<file path="src/rtl/frac_div_pkg.sv">
package frac_div_pkg;

  typedef enum logic [1:0] {
    MODE_INT  = 2'd0,
    MODE_ORD1 = 2'd1,
    MODE_ORD2 = 2'd2,
    MODE_ORD3 = 2'd3
  } shape_mode_e;

  localparam int unsigned MIN_DIV = 2;
  localparam int unsigned STAGES  = 3;

  // Lowest legal whole divisor.
  function automatic int unsigned floor_div(input int unsigned d);
    return (d < MIN_DIV) ? MIN_DIV : d;
  endfunction

  // Lower the shaping order while its negative swing would break the floor.
  function automatic shape_mode_e clamp_mode(input shape_mode_e req,
                                             input int unsigned d);
    shape_mode_e m;
    m = req;
    if (m == MODE_ORD3 && d < MIN_DIV + 3) m = MODE_ORD2;
    if (m == MODE_ORD2 && d < MIN_DIV + 1) m = MODE_ORD1;
    return m;
  endfunction

  // Signed period adjustment from the cascaded carries and their history.
  function automatic logic signed [3:0] carry_combine(
      input shape_mode_e m, input logic c1, input logic c2, input logic c3,
      input logic c2p, input logic c3p, input logic c3pp);
    int t;
    t = 0;
    if (m != MODE_INT) t += int'(c1);
    if (m == MODE_ORD2 || m == MODE_ORD3) t += int'(c2) - int'(c2p);
    if (m == MODE_ORD3) t += int'(c3) - 2 * int'(c3p) + int'(c3pp);
    return 4'(t);
  endfunction

endpackage

</file>
<file path="src/rtl/frac_div_mash.sv">
module frac_div_mash
  import frac_div_pkg::*;
#(
  parameter int unsigned FRAC_W = 12
) (
  input  logic                    clk_i,
  input  logic                    rst_ni,
  input  logic                    step_i,
  input  shape_mode_e             mode_i,
  input  logic [FRAC_W-1:0]       frac_i,
  output logic signed [3:0]       adj_o
);

  logic [STAGES-1:0][FRAC_W-1:0] acc_q, acc_nxt;
  logic [STAGES-1:0]             carry;
  logic [FRAC_W:0]               sum_w;
  logic [FRAC_W-1:0]             addend;
  logic                          c2_prev_q, c3_prev_q, c3_prev2_q;

  // Cascade: each stage adds the next value of the stage before it.
  always_comb begin
    addend = frac_i;
    sum_w  = '0;
    for (int k = 0; k < STAGES; k++) begin
      sum_w      = {1'b0, acc_q[k]} + {1'b0, addend};
      acc_nxt[k] = sum_w[FRAC_W-1:0];
      carry[k]   = sum_w[FRAC_W];
      addend     = sum_w[FRAC_W-1:0];
    end
  end

  always_ff @(posedge clk_i or negedge rst_ni) begin
    if (!rst_ni) begin
      acc_q      <= '0;
      c2_prev_q  <= 1'b0;
      c3_prev_q  <= 1'b0;
      c3_prev2_q <= 1'b0;
    end else if (step_i) begin
      acc_q      <= acc_nxt;
      c2_prev_q  <= carry[1];
      c3_prev2_q <= c3_prev_q;
      c3_prev_q  <= carry[2];
    end
  end

  assign adj_o = carry_combine(mode_i, carry[0], carry[1], carry[2],
                               c2_prev_q, c3_prev_q, c3_prev2_q);

  assert_acc_hold_R2: assert property (@(posedge clk_i) disable iff (!rst_ni)
    !step_i |=> $stable(acc_q));
  assert_ord1_window_R3: assert property (@(posedge clk_i) disable iff (!rst_ni)
    (step_i && mode_i == MODE_ORD1) |-> (adj_o >= 4'sd0 && adj_o <= 4'sd1));
  assert_ord2_window_R4: assert property (@(posedge clk_i) disable iff (!rst_ni)
    (step_i && mode_i == MODE_ORD2) |-> (adj_o >= -4'sd1 && adj_o <= 4'sd2));
  assert_ord3_window_R5: assert property (@(posedge clk_i) disable iff (!rst_ni)
    (step_i && mode_i == MODE_ORD3) |-> (adj_o >= -4'sd3 && adj_o <= 4'sd4));

endmodule

</file>
<file path="src/rtl/frac_div_period.sv">
module frac_div_period #(
  parameter int unsigned LEN_W = 13
) (
  input  logic             clk_i,
  input  logic             rst_ni,
  input  logic             tick_i,
  input  logic             en_i,
  input  logic [LEN_W-1:0] next_len_i,
  output logic             boundary_o,
  output logic             clk_o,
  output logic             per_valid_o,
  output logic [LEN_W-1:0] per_len_o
);

  logic             run_q;
  logic [LEN_W-1:0] cnt_q, len_q;
  logic [LEN_W-1:0] cnt_inc;
  logic             last_cycle;

  assign cnt_inc    = cnt_q + LEN_W'(1);
  assign last_cycle = (cnt_inc == len_q);
  assign boundary_o = tick_i && (!run_q || last_cycle);

  always_ff @(posedge clk_i or negedge rst_ni) begin
    if (!rst_ni) begin
      run_q       <= 1'b0;
      cnt_q       <= '0;
      len_q       <= LEN_W'(2);
      clk_o       <= 1'b0;
      per_valid_o <= 1'b0;
      per_len_o   <= '0;
    end else begin
      per_valid_o <= 1'b0;
      if (boundary_o) begin
        if (en_i) begin
          run_q       <= 1'b1;
          cnt_q       <= '0;
          len_q       <= next_len_i;
          clk_o       <= 1'b1;
          per_valid_o <= 1'b1;
          per_len_o   <= next_len_i;
        end else begin
          run_q <= 1'b0;
          clk_o <= 1'b0;
        end
      end else if (tick_i && run_q) begin
        cnt_q <= cnt_inc;
        clk_o <= (cnt_inc < (len_q >> 1));
      end
    end
  end

  assert_len_floor_R6: assert property (@(posedge clk_i) disable iff (!rst_ni)
    per_valid_o |-> per_len_o >= LEN_W'(2));
  assert_high_first_R7: assert property (@(posedge clk_i) disable iff (!rst_ni)
    per_valid_o |-> clk_o);
  assert_cnt_bound_R7: assert property (@(posedge clk_i) disable iff (!rst_ni)
    run_q |-> cnt_q < len_q);
  assert_len_hold_R8: assert property (@(posedge clk_i) disable iff (!rst_ni)
    !boundary_o |=> $stable(len_q));
  assert_single_pulse_R10: assert property (@(posedge clk_i) disable iff (!rst_ni)
    per_valid_o |=> !per_valid_o);
  assert_idle_low_R11: assert property (@(posedge clk_i) disable iff (!rst_ni)
    !run_q |-> !clk_o);

endmodule

</file>
<file path="src/rtl/frac_clk_divider.sv">
module frac_clk_divider
  import frac_div_pkg::*;
#(
  parameter int unsigned INT_W  = 12,
  parameter int unsigned FRAC_W = 12,
  parameter int unsigned N_SRC  = 4,
  parameter logic [N_SRC-1:0] SRC_OK = 4'b1011,
  localparam int unsigned SRC_W = $clog2(N_SRC),
  localparam int unsigned LEN_W = INT_W + 1
) (
  input  logic              clk_i,
  input  logic              rst_ni,
  input  logic              en_i,
  input  logic [1:0]        mode_i,
  input  logic [SRC_W-1:0]  src_sel_i,
  input  logic [N_SRC-1:0]  src_tick_i,
  input  logic [INT_W-1:0]  div_int_i,
  input  logic [FRAC_W-1:0] div_frac_i,
  output logic              clk_o,
  output logic              per_valid_o,
  output logic [LEN_W-1:0]  per_len_o
);

  logic [SRC_W-1:0]   src_q;
  logic               tick, boundary, start, step;
  shape_mode_e        mode_eff;
  logic signed [3:0]  adj;
  logic [LEN_W-1:0]   next_len;

  function automatic logic src_allowed(input logic [SRC_W-1:0] s);
    return (32'(s) < N_SRC) && SRC_OK[s];
  endfunction

  assign tick     = src_tick_i[src_q];
  assign start    = boundary && en_i;
  assign mode_eff = clamp_mode(shape_mode_e'(mode_i), 32'(div_int_i));
  assign step     = start && (mode_eff != MODE_INT);
  assign next_len = LEN_W'(int'(floor_div(32'(div_int_i))) + int'(adj));

  always_ff @(posedge clk_i or negedge rst_ni) begin
    if (!rst_ni)                           src_q <= '0;
    else if (start && src_allowed(src_sel_i)) src_q <= src_sel_i;
  end

  frac_div_mash #(.FRAC_W(FRAC_W)) u_mash (
    .clk_i  (clk_i),
    .rst_ni (rst_ni),
    .step_i (step),
    .mode_i (mode_eff),
    .frac_i (div_frac_i),
    .adj_o  (adj)
  );

  frac_div_period #(.LEN_W(LEN_W)) u_period (
    .clk_i       (clk_i),
    .rst_ni      (rst_ni),
    .tick_i      (tick),
    .en_i        (en_i),
    .next_len_i  (next_len),
    .boundary_o  (boundary),
    .clk_o       (clk_o),
    .per_valid_o (per_valid_o),
    .per_len_o   (per_len_o)
  );

  assert_src_legal_R9: assert property (@(posedge clk_i) disable iff (!rst_ni)
    src_allowed(src_q));
  assert_src_hold_R8: assert property (@(posedge clk_i) disable iff (!rst_ni)
    !boundary |=> $stable(src_q));

endmodule

</file>
<file path="config.mk">
export PLATFORM = sky130hd
export DESIGN_NAME = frac_clk_divider
export DESIGN_NICKNAME = d
export VERILOG_FILES = /design/src/rtl/frac_div_pkg.sv /design/src/rtl/frac_div_mash.sv /design/src/rtl/frac_div_period.sv /design/src/rtl/frac_clk_divider.sv
export SDC_FILE = /design/constraint.sdc
export NUM_CORES = 1
export LEC_CHECK = 0
export BUFFER_PORTS_ARGS = -buffer_cell sky130_fd_sc_hd__buf_2
export CAP_MARGIN = 20
export CORE_MARGIN = 5
export CORE_UTILIZATION = 57
export CTS_BUF_LIST = sky130_fd_sc_hd__clkbuf_2
export DETAILED_ROUTE_END_ITERATION = 10
export GPL_ROUTABILITY_DRIVEN = 0
export PLACE_DENSITY = 0.82
export REMOVE_ABC_BUFFERS = 1
export SYNTH_ARGS = -nofsm -noshare
export SYNTH_HDL_FRONTEND = slang
export SYNTH_SLANG_ARGS = --single-unit
</file>
<file path="constraint.sdc">
create_clock -name clk_i -period 7.22 [get_ports clk_i]
set_input_delay 0.722 -clock clk_i [delete_from_list [all_inputs] [get_ports clk_i]]
set_output_delay 0.722 -clock clk_i [all_outputs]
set_load 0.005 [all_outputs]
</file>
==> out/qor.txt, run 1 <==
Status: completed
Cell taking the most area after synthesis: dfrtp_1
First drt pass iteration count: 5
Initial Util: 58.00%
Initial drt markers: 262
Antenna Violating Nets Remaining: 0
Clock latency on the worst-skew pair: 0.50 ns
DP Worst Slack: -0.5023 ns
Vias/cell: 6.009
Fillers: 806
CTS Root Cell: clkbuf_2
Hold_buf cts: 0
Max Slew Vio Count: 0
I/O Pins: 50
Slew margin rel.: 29.11%
Worst Path Required: 7.57 ns
TritonCTS clock tree: built
Count of final hold-check violations: 0
Max-cap violations: 0
Number of global-route vias before repair: 4,968
Sequential share of the synthesized area: 29.96%
Layout area overhead: 11.13%
Final setup TNS: 0 ns
Hold Path Class: in -> async
Reg clk slew, reported paths: 0.21 ns
Mapped cell area: 0.005934 mm^2
Final period util: 95.31%
Tmin final: 6.881 ns
Max Freq: 0.1453 GHz
Die X: 112.0 um
Sink Count: 71
Layout cell share with drive strength beyond 1: 23.54%
Most area-consuming cells after synthesis: dfrtp_1 (30%), ha_1 (14%), mux2_2 (6.1%)
Fin Clk Skew: 0.02992 ns
Register area: 0.001778 mm^2
Hpwl dp: 10,330 um
YS warnings: 0
Chip height: 112.0 um
Multi-input gate area: 0.003879 mm^2
H-tree Lvls: 3
Crit-path max FO: 7
Full die area: 0.01255 mm^2
Placeable Area: 0.01023 mm^2
Dominant synthesized flop cell: dfrtp_1
EDFF count, synth: 0
Ys async rst share: 100.0%
Least-Margin Pin Slew: 1.056 ns
Final worst slack: 0.3387 ns
CTS max path bufs: 2
Residual DRC count: 0
DRT Wirelength: 13,660 um
# setup viols final: 0
Final Util: 64.46%
Post-synthesis register bit count: 71
IO buf count: 49
Num rows: 37
GRT Resource Usage Total: 21.43%
Worst setup SP type: flop
WS Path Type: reg -> reg
CP max stage delay: 0.45 ns
Fin Hold WS: 0.3853 ns
Largest net degree at the start of global routing: 72
Crit path capture type: flop
Via count: 4,831
Critical-path top delay cell: a2111oi_1
Routed wire per std cell: 16.99 um
Initial antenna violation count: 1
First-pass GRT wire length: 22,750 um
CP arrival: 7.23 ns
# nets final: 769
Netlist cell types: 68
Top-area cell type share of the netlist area: 29.52%
Avg Inst Size Synth: 9.729 um^2
Remaining Overflow, GRT: 0
Crit path top cell by count: ha_1
CTS Buf Count: 9
Post-synthesis cell count: 610
## path summary, 6_finish.rpt
path                                                    from                        endpoint  slack [ns]  cells past startpoint
worst max-delay path             u_mash.acc_q[1]$_DFFE_PN0P_  u_period.len_q[12]$_DFFE_PN0P_        0.34                     34
worst max register to register   u_mash.acc_q[1]$_DFFE_PN0P_  u_period.len_q[12]$_DFFE_PN0P_        0.34                     34
worst min register to register  u_mash.acc_q[31]$_DFFE_PN0P_    u_mash.acc_q[31]$_DFFE_PN0P_        0.53                      1
max in group asynchronous                             rst_ni   u_period.cnt_q[6]$_DFFE_PN0P_        6.22                      2
worst min-delay path                                  rst_ni    u_mash.acc_q[23]$_DFFE_PN0P_        0.39                      2
min in group clk_i                              src_sel_i[1]            src_q[1]$_DFFE_PN0P_        0.50                      2
## sequential cells by signal, indices dropped and copies added (netlist names)
register and count:
u_period.run_q 1, u_mash.c3_prev_q 1, u_mash.c3_prev2_q 1, u_mash.c2_prev_q 1
u_period.len_q 13, u_period.clk_o 1, u_period.per_len_o 1, u_period.per_valid_o 1
u_period.cnt_q 13, src_q 2, u_mash.acc_q 36
## placed cells by master, fill, tap and decap left out, drive strengths merged, types with 7 or more instances in the layout
cell type / n
a211oi: 7
a21o: 10
a21oi: 35
buf: 80
clkbuf: 9
dfrtp: 70
ha: 66
inv: 35
mux2: 42
mux2i: 15
nand2: 27
nand3: 12
nor2: 37
nor3: 19
o21a: 9
o21ai: 24
xnor2: 37
xor2: 17
## cell type report
type,instances,area share [%]
Antenna cell,1,0.03794
Clock buffer,9,0.6830
Clock inverter,7,1.688
Inverter,35,1.992
Multi-Input combinational cell,465,58.81
Sequential cell,71,26.96
Tap cell,136,2.580
Timing Repair Buffer,80,7.247
## routing by layer
layer / vias up / GRT usage (%) / share of wire [%] / routed length (um)
met2: 138 / 35.45 / 48 / 6623
met1: 2351 / 29.29 / 45 / 6093
met3: 22 / 2.642 / 5.0 / 688
li1: 2320 / - / - / -
met5: - / 0 / 0 / 0
met4: 0 / 7.292 / 1.9 / 254
## cells in the mapped netlist, types with 7 or more instances
| cell | count |
|---|---|
| dfrtp_1 | 70 |
| ha_1 | 66 |
| nor2_1 | 37 |
| xnor2_1 | 37 |
| a21oi_1 | 35 |
| inv_1 | 35 |
| mux2_2 | 32 |
| nand2_1 | 27 |
| o21ai_0 | 21 |
| buf_4 | 18 |
| nor3_1 | 18 |
| xor2_1 | 17 |
| mux2i_1 | 15 |
| clkbuf_1 | 12 |
| a21o_1 | 10 |
| mux2_1 | 10 |
| nand3_1 | 10 |
| o21a_1 | 9 |
| a211oi_1 | 7 |
## logic make-up (layout without fill, tap and decap cells)
group                      after synthesis  in the layout  share of synthesized area, %
AOI/OAI and AO/OA                      146            146                         16.99
and+or+nand+nor                        135            135                         11.93
buffers and inverters                   74            131                         6.325
adders and majority gates               72             72                         15.94
DFF                                     71             71                         29.96
muxes                                   57             57                         10.50
xor gates and xnor gates                55             55                         8.349
other                                    0              1                             0
## per-stage QoR
stage	instances	instance area (um^2)
floorplan	571	5690
CTS	803	6515
global route	804	6595
global placement	787	6345
detailed placement	787	6345
finish	804	6595
## critical path, delay by kind of cell (launching register included)
kind | cells | cell delay [ns]
compound gates | 14 | 2.74
xor+xnor | 2 | 0.35
fa+ha+maj | 7 | 1.79
buf+inv | 4 | 0.41
flops | 1 | 0.44
mux | 1 | 0.08
simple gates | 6 | 0.92
## repair_timing
action / 4_1_cts / 5_1_grt
resized for setup: 3 / 22
endpoints found under the setup margin: 2 / 5
setup buffers: 0 / 0
pin swaps: 0 / 4
Power of run 1 is not shown: default switching activity piles up to over one toggle a cycle in this logic, so the estimate is an artifact.
==> run 2, diff against run 1 <==
Settings changed: PLACE_DENSITY 0.82 to 0.81, SYNTH_HIERARCHICAL set to 1.
==> run 2 against run 1 <==
  * Non-clock buffer count is 8 higher
  * Die area is 9.8% higher
  * Worst setup slack better by 0.083 ns
  * Design area is 8.9% higher
  * Global-route usage is 0.20 points lower
  * Hold slack better by 0.0071 ns
  * Final cell count is 15% higher
  * Area after synthesis is 11% higher
  * Sequential share of layout area is 2.2 points lower
  * Count of clock-buffer cells in the layout is 2 higher
  * First-iteration DRC count is 43% higher
  * Highest routed layer unchanged
==> out/qor.txt, run 2 <==
P_leak: 3.398 nW
Critical-path top delay cell: fa_1
Layout area overhead: 9.233%
Fin Hold WS: 0.3923 ns
Routed wire per std cell: 16.02 um
EDFF count, synth: 0
Cell taking the most area after synthesis: dfrtp_1
Most common cell after layout, fill and taps aside: dfrtp_1
Dominant synthesized flop cell: dfrtp_1
Top-count cell post-synth: dfrtp_1
Worst Path Required: 7.69 ns
Least-Margin Pin Slew: 0.9372 ns
Ys async rst share: 100.0%
Initial antenna violation count: 0
Crit-path max FO: 6
Via count: 5,621
Sequential share of the synthesized area: 27.05%
Most area-consuming cells after synthesis: dfrtp_1 (27%), ha_1 (13%), mux2_2 (5.1%)
Pwr Density: 498.3 mW/mm^2
Die X: 117.4 um
# setup viols final: 0
CP max stage delay: 0.47 ns
Clock latency on the worst-skew pair: 0.53 ns
H-tree Lvls: 3
Peak supply drop: 0.0003007 V
# nets final: 887
R2r startpoint: u_mash/acc_q[1]$_DFFE_PN0P_
Final period util: 94.16%
CP arrival: 7.27 ns
RSZ-0062 raised after global routing: false
Worst Setup SP: u_mash/acc_q[1]$_DFFE_PN0P_
Max-cap violations: 0
Hold Path Class: in -> async
Hold_buf cts: 0
Most frequent cells in the layout: dfrtp_1 (70), ha_1 (66), nor2_1 (55), buf_2 (49), a21oi_1 (47)
Max Slew Vio Count: 0
Final Power: 3.578 mW
Largest Register: u_mash/acc_q
Remaining Overflow, GRT: 0
Fillers: 933
Antenna Violating Nets Remaining: 0
Largest register FFs: 36
IO buf count: 49
Placeable Area: 0.01137 mm^2
Post-synthesis register bit count: 71
Reg clk slew, reported paths: 0.21 ns
Residual DRC count: 0
Layout cell share with drive strength beyond 1: 21.53%
WS Path Type: reg -> reg
CTS Root Cell: clkbuf_2
Crit path capture type: flop
Top-area cell type share of the netlist area: 26.65%
Count of final hold-check violations: 0
Status: completed
Cts repair resizes: 0
First drt pass iteration count: 5
Commonest cells post-synth: dfrtp_1 (70), ha_1 (66), nor2_1 (56)
Netlist cell types: 82
Post-synthesis cell count: 725
Num rows: 39
Initial drt markers: 375
Sink Count: 71
Initial Util: 57.81%
Tmin final: 6.798 ns
Final Util: 63.15%
TritonCTS clock tree: built
YS warnings: 6
Worst setup SP type: flop
I/O Pins: 50
Chip height: 117.4 um
CTS max path bufs: 2
Slew margin rel.: 37.52%
Avg Inst Size Synth: 9.066 um^2
GRT Resource Usage Total: 21.23%
Vias/cell: 6.057
Flop-to-flop setup slack: 0.42 ns
Largest net degree at the start of global routing: 72
Hpwl dp: 11,440 um
CTS Buf Count: 9
Largest registers: u_mash/acc_q: 36 flops, u_period/cnt_q: 13 flops, u_period/per_len_o: 13 flops
Max Freq: 0.1471 GHz
Full die area: 0.01378 mm^2
DRT Wirelength: 14,860 um
Fin Clk Skew: 0.03041 ns
Mapped cell area: 0.006573 mm^2
Number of global-route vias before repair: 5,653
First-pass GRT wire length: 25,130 um
# diodes: 0
Post-CTS setup buffer count: 0
Area after DPL: 0.007064 mm^2
Finished Cell Area: 0.007179 mm^2
## run 2: cell types whose count changed after synthesis, sizes merged, moves of 8 or more
cell    previous run  this run
inv               35        45
nand2             27        40
nor2b              6        14
nor2              37        56
o211ai             1        13
o21ai             24        46
a211oi             7        17
mux2i             15         3
a21oi             35        50
## run 2: report_power, final
part	switching, mW	internal (mW)
clock	0.139	0.0446
sequential	0.142	0.545
combinational	1.46	1.25
## run 2: cell families (layout without fill, tap and decap cells)
kind of cell	Yosys count	count (layout)	share of synthesized area, %
DFF	71	71	27.05
buffers and inverters	89	149	6.301
AOI/OAI and AO/OA	210	210	22.48
and+or+nand+nor	194	194	15.08
adders and majority gates	72	72	14.39
muxes	43	43	7.938
xor gates and xnor gates	46	46	6.758
## run 2: final timing paths
path | to | cells after the start
worst max-delay path | u_period/per_len_o[10]$_DFFE_PN0P_ | 30
worst min-delay path | u_period/run_q$_DFFE_PN0P_ | 2
worst max register to register | u_period/per_len_o[10]$_DFFE_PN0P_ | 30
worst min register to register | u_mash/acc_q[22]$_DFFE_PN0P_ | 1
max in group asynchronous | u_mash/acc_q[35]$_DFFE_PN0P_ | 2
min in group clk_i | src_q[0]$_DFFE_PN0P_ | 3
## run 2: area by class of cell
type | instances | area (um^2) | share of cell area [%]
well taps | 143 | 178.9 | 2.492
clock buffers | 11 | 55.05 | 0.7668
flip-flops and latches | 71 | 1778 | 24.76
inverters | 45 | 168.9 | 2.353
repair buffers | 88 | 550.5 | 7.668
multi-input cells | 565 | 4422 | 61.59
clock inverters | 5 | 26.28 | 0.3660
## run 2: critical path: cells and delay by family (launching register included)
family / cells / cell delay [ns]
XOR/XNOR: 1 / 0.20
AO/OA/AOI/OAI: 13 / 2.52
AND/OR/NAND/NOR: 6 / 0.84
multiplexers: 2 / 0.52
flip-flops: 1 / 0.45
buffers and inverters: 2 / 0.15
adder cells (fa/ha/maj): 6 / 2.07
## run 2: metrics by stage
stage          instances  setup WS (ns)  setup TNS, ns
2_1_floorplan        681         0.2607              0
3_3_place_gp         912       -0.01693       -0.03382
3_5_place_dp         912        -0.2579         -1.483
4_1_cts              928         0.1356              0
5_1_grt              928        0.01702              0
6_report             928         0.4217              0
## run 2: layer usage
| layer | wire length [um] | track usage, % | up-vias | part of all wire [%] |
|---|---|---|---|---|
| met5 | 0 | 0 | - | 0 |
| met4 | 453 | 8.484 | 0 | 3.0 |
| met3 | 616 | 3.705 | 38 | 4.1 |
| met2 | 7774 | 39.14 | 146 | 52 |
| met1 | 6020 | 24.03 | 2685 | 41 |
| li1 | - | - | 2752 | - |
Power figures use the tool's default switching activity.
==> run 3, diff against run 2 <==
Settings changed: CORE_UTILIZATION 57 to 56, CTS_BUF_LIST sky130_fd_sc_hd__clkbuf_2 to sky130_fd_sc_hd__clkbuf_4 sky130_fd_sc_hd__clkbuf_8 sky130_fd_sc_hd__clkbuf_16, PLACE_DENSITY 0.81 to 0.8.
==> run 3 against run 2 <==
  * Total power increased by 7.6%
  * Sequential share of layout area decreased by 0.80 points
  * Flip-flop and latch count unchanged
  * Largest cell class unchanged
  * Design area increased by 3.3%
  * Register-to-register slack improved by 0.09 ns
  * Critical path depth increased by 3
  * Critical endpoint unchanged
==> out/qor.txt, run 3 (synthesis gave the netlist of run 2 again) <==
Critical-path top delay cell: fa_1
H-tree Lvls: 3
WS Path Type: in -> reg
# setup viols final: 0
CTS Root Cell: clkbuf_16
P_leak: 3.519 nW
Final Util: 64.70%
Final setup TNS: 0 ns
Hold Path End: u_mash/acc_q[22]$_DFFE_PN0P_
TritonCTS clock tree: built
CP arrival: 7.10 ns
Clock latency on the worst-skew pair: 0.33 ns
Layout cell share with drive strength beyond 1: 22.56%
Worst Path Required: 7.49 ns
Met2 usage: 40.19%
Peak supply drop: 0.0003065 V
Crit-path max FO: 5
Hold Path Class: reg -> reg
R2r startpoint: u_mash/acc_q[0]$_DFFE_PN0P_
Sink Count: 71
Reg clk slew, reported paths: 0.05 ns
Tmin final: 6.832 ns
Reg2Reg Depth: 32
# diodes: 0
Hold_sp: u_mash/acc_q[22]$_DFFE_PN0P_
Flop-to-flop setup slack: 0.51 ns
Antenna Violating Nets Remaining: 0
Number of global-route vias before repair: 5,911
First drt pass iteration count: 5
GRT Resource Usage Total: 21.94%
Reg2reg end: u_period/per_len_o[10]$_DFFE_PN0P_
Largest register FFs: 36
Hpwl dp: 11,510 um
Hold_buf cts: 0
Pwr Density: 518.8 mW/mm^2
CP max stage delay: 0.47 ns
Max Slew Vio Count: 0
Count of final hold-check violations: 0
GRT Max-Usage Layer: met2
Most frequent cells in the layout: dfrtp_1 (70), ha_1 (66), nor2_1 (55), buf_2 (49), a21oi_1 (47)
Initial antenna violation count: 0
IO buf count: 49
Hold depth: 1
Status: completed
Largest registers: u_mash/acc_q: 36 flops, u_period/cnt_q: 13 flops, u_period/per_len_o: 13 flops
Final period util: 94.63%
Max-cap violations: 0
Routed wire per std cell: 16.35 um
Fin Hold WS: 0.5013 ns
Layout area overhead: 12.89%
Placeable Area: 0.01147 mm^2
# nets final: 891
Most common cell after layout, fill and taps aside: dfrtp_1
Num rows: 39
Worst setup SP type: primary input
Vias/cell: 6.146
Die X: 118.3 um
Residual DRC count: 0
Largest net degree at the start of global routing: 72
Least-Margin Pin Slew: 0.9286 ns
Chip height: 118.3 um
I/O Pins: 50
First-pass GRT wire length: 26,480 um
Slew margin rel.: 38.09%
Max Freq: 0.1464 GHz
Initial Util: 57.32%
CTS Buf Count: 9
Crit path capture type: flop
Largest Register: u_mash/acc_q
DRT Wirelength: 15,240 um
Full die area: 0.01400 mm^2
Initial drt markers: 306
Met1 GRT Util: 25.30%
Remaining Overflow, GRT: 0
CTS max path bufs: 2
Via count: 5,728
Fin Clk Skew: 0.006672 ns
GR Util met3: 4.107%
==> run 3: cell types whose count changed in the layout (fill, tap and decap cells not counted), sizes merged <==
cell | previous run | this run
buf | 88 | 92
clkbuf | 11 | 15
clkinvlp | 2 | 0
clkinv | 3 | 1
==> run 3: what timing repair did <==
action	in CTS	in global routing
resized for setup	2	12
endpoints found under the setup margin	3	9
buffers inserted	0	3
cloned	0	0
pin swaps	0	11
==> run 3: per-layer routing <==
layer,wire length (um),vias to the layer above
met4,515,0
met1,6236,2794
met5,0,-
met2,7951,137
li1,-,2757
met3,537,40
==> run 3: layout make-up <==
class                   count  area [um^2]
clock buffers              15        282.8
clock inverters             1        5.005
fillers                   933         4048
inverters                  45        168.9
multi-input cells         565         4438
flip-flops and latches     71         1778
well taps                 143        178.9
repair buffers             92        568.0
==> run 3: stage by stage <==
| stage | instance area (um^2) | cells | power, mW | setup WS [ns] |
|---|---|---|---|---|
| 3_5_place_dp | 7059 | 913 | 3.313 | -0.2162 |
| 6_report | 7420 | 932 | 3.849 | 0.3878 |
| 4_1_cts | 7356 | 929 | 3.775 | 0.06940 |
| 5_1_grt | 7420 | 932 | 4.213 | -0.009156 |
| 3_3_place_gp | 7059 | 913 | 3.165 | -0.01567 |
| 2_1_floorplan | 6327 | 681 | 2.558 | 0.2607 |
==> run 3: worst max path at each step <==
stage	from	endpoint	depth (start not counted)
after floorplan	div_frac_i[0]	u_period/per_len_o[10]$_DFFE_PN0P_	32
after CTS	div_frac_i[0]	u_period/per_len_o[10]$_DFFE_PN0P_	33
after global routing	div_frac_i[0]	u_period/per_len_o[10]$_DFFE_PN0P_	33
after detailed placement	div_frac_i[0]	u_period/per_len_o[12]$_DFFE_PN0P_	32
after global placement	div_frac_i[0]	u_period/per_len_o[10]$_DFFE_PN0P_	33
final	div_frac_i[0]	u_period/per_len_o[10]$_DFFE_PN0P_	33
==> run 3: power breakdown <==
part,internal [mW],switching (mW),leakage [nW]
logic,1.27,1.47,2.47
registers,0.549,0.141,0.905
clock network,0.266,0.156,0.148
==> run 3: critical path, delay by kind of cell <==
kind                       cells  cell delay, ns
muxes                          2            0.50
and+or+nand+nor                6            0.99
xor gates and xnor gates       1            0.17
AOI/OAI and AO/OA             13            2.08
adders and majority gates      7            2.26
buffers and inverters          4            0.36
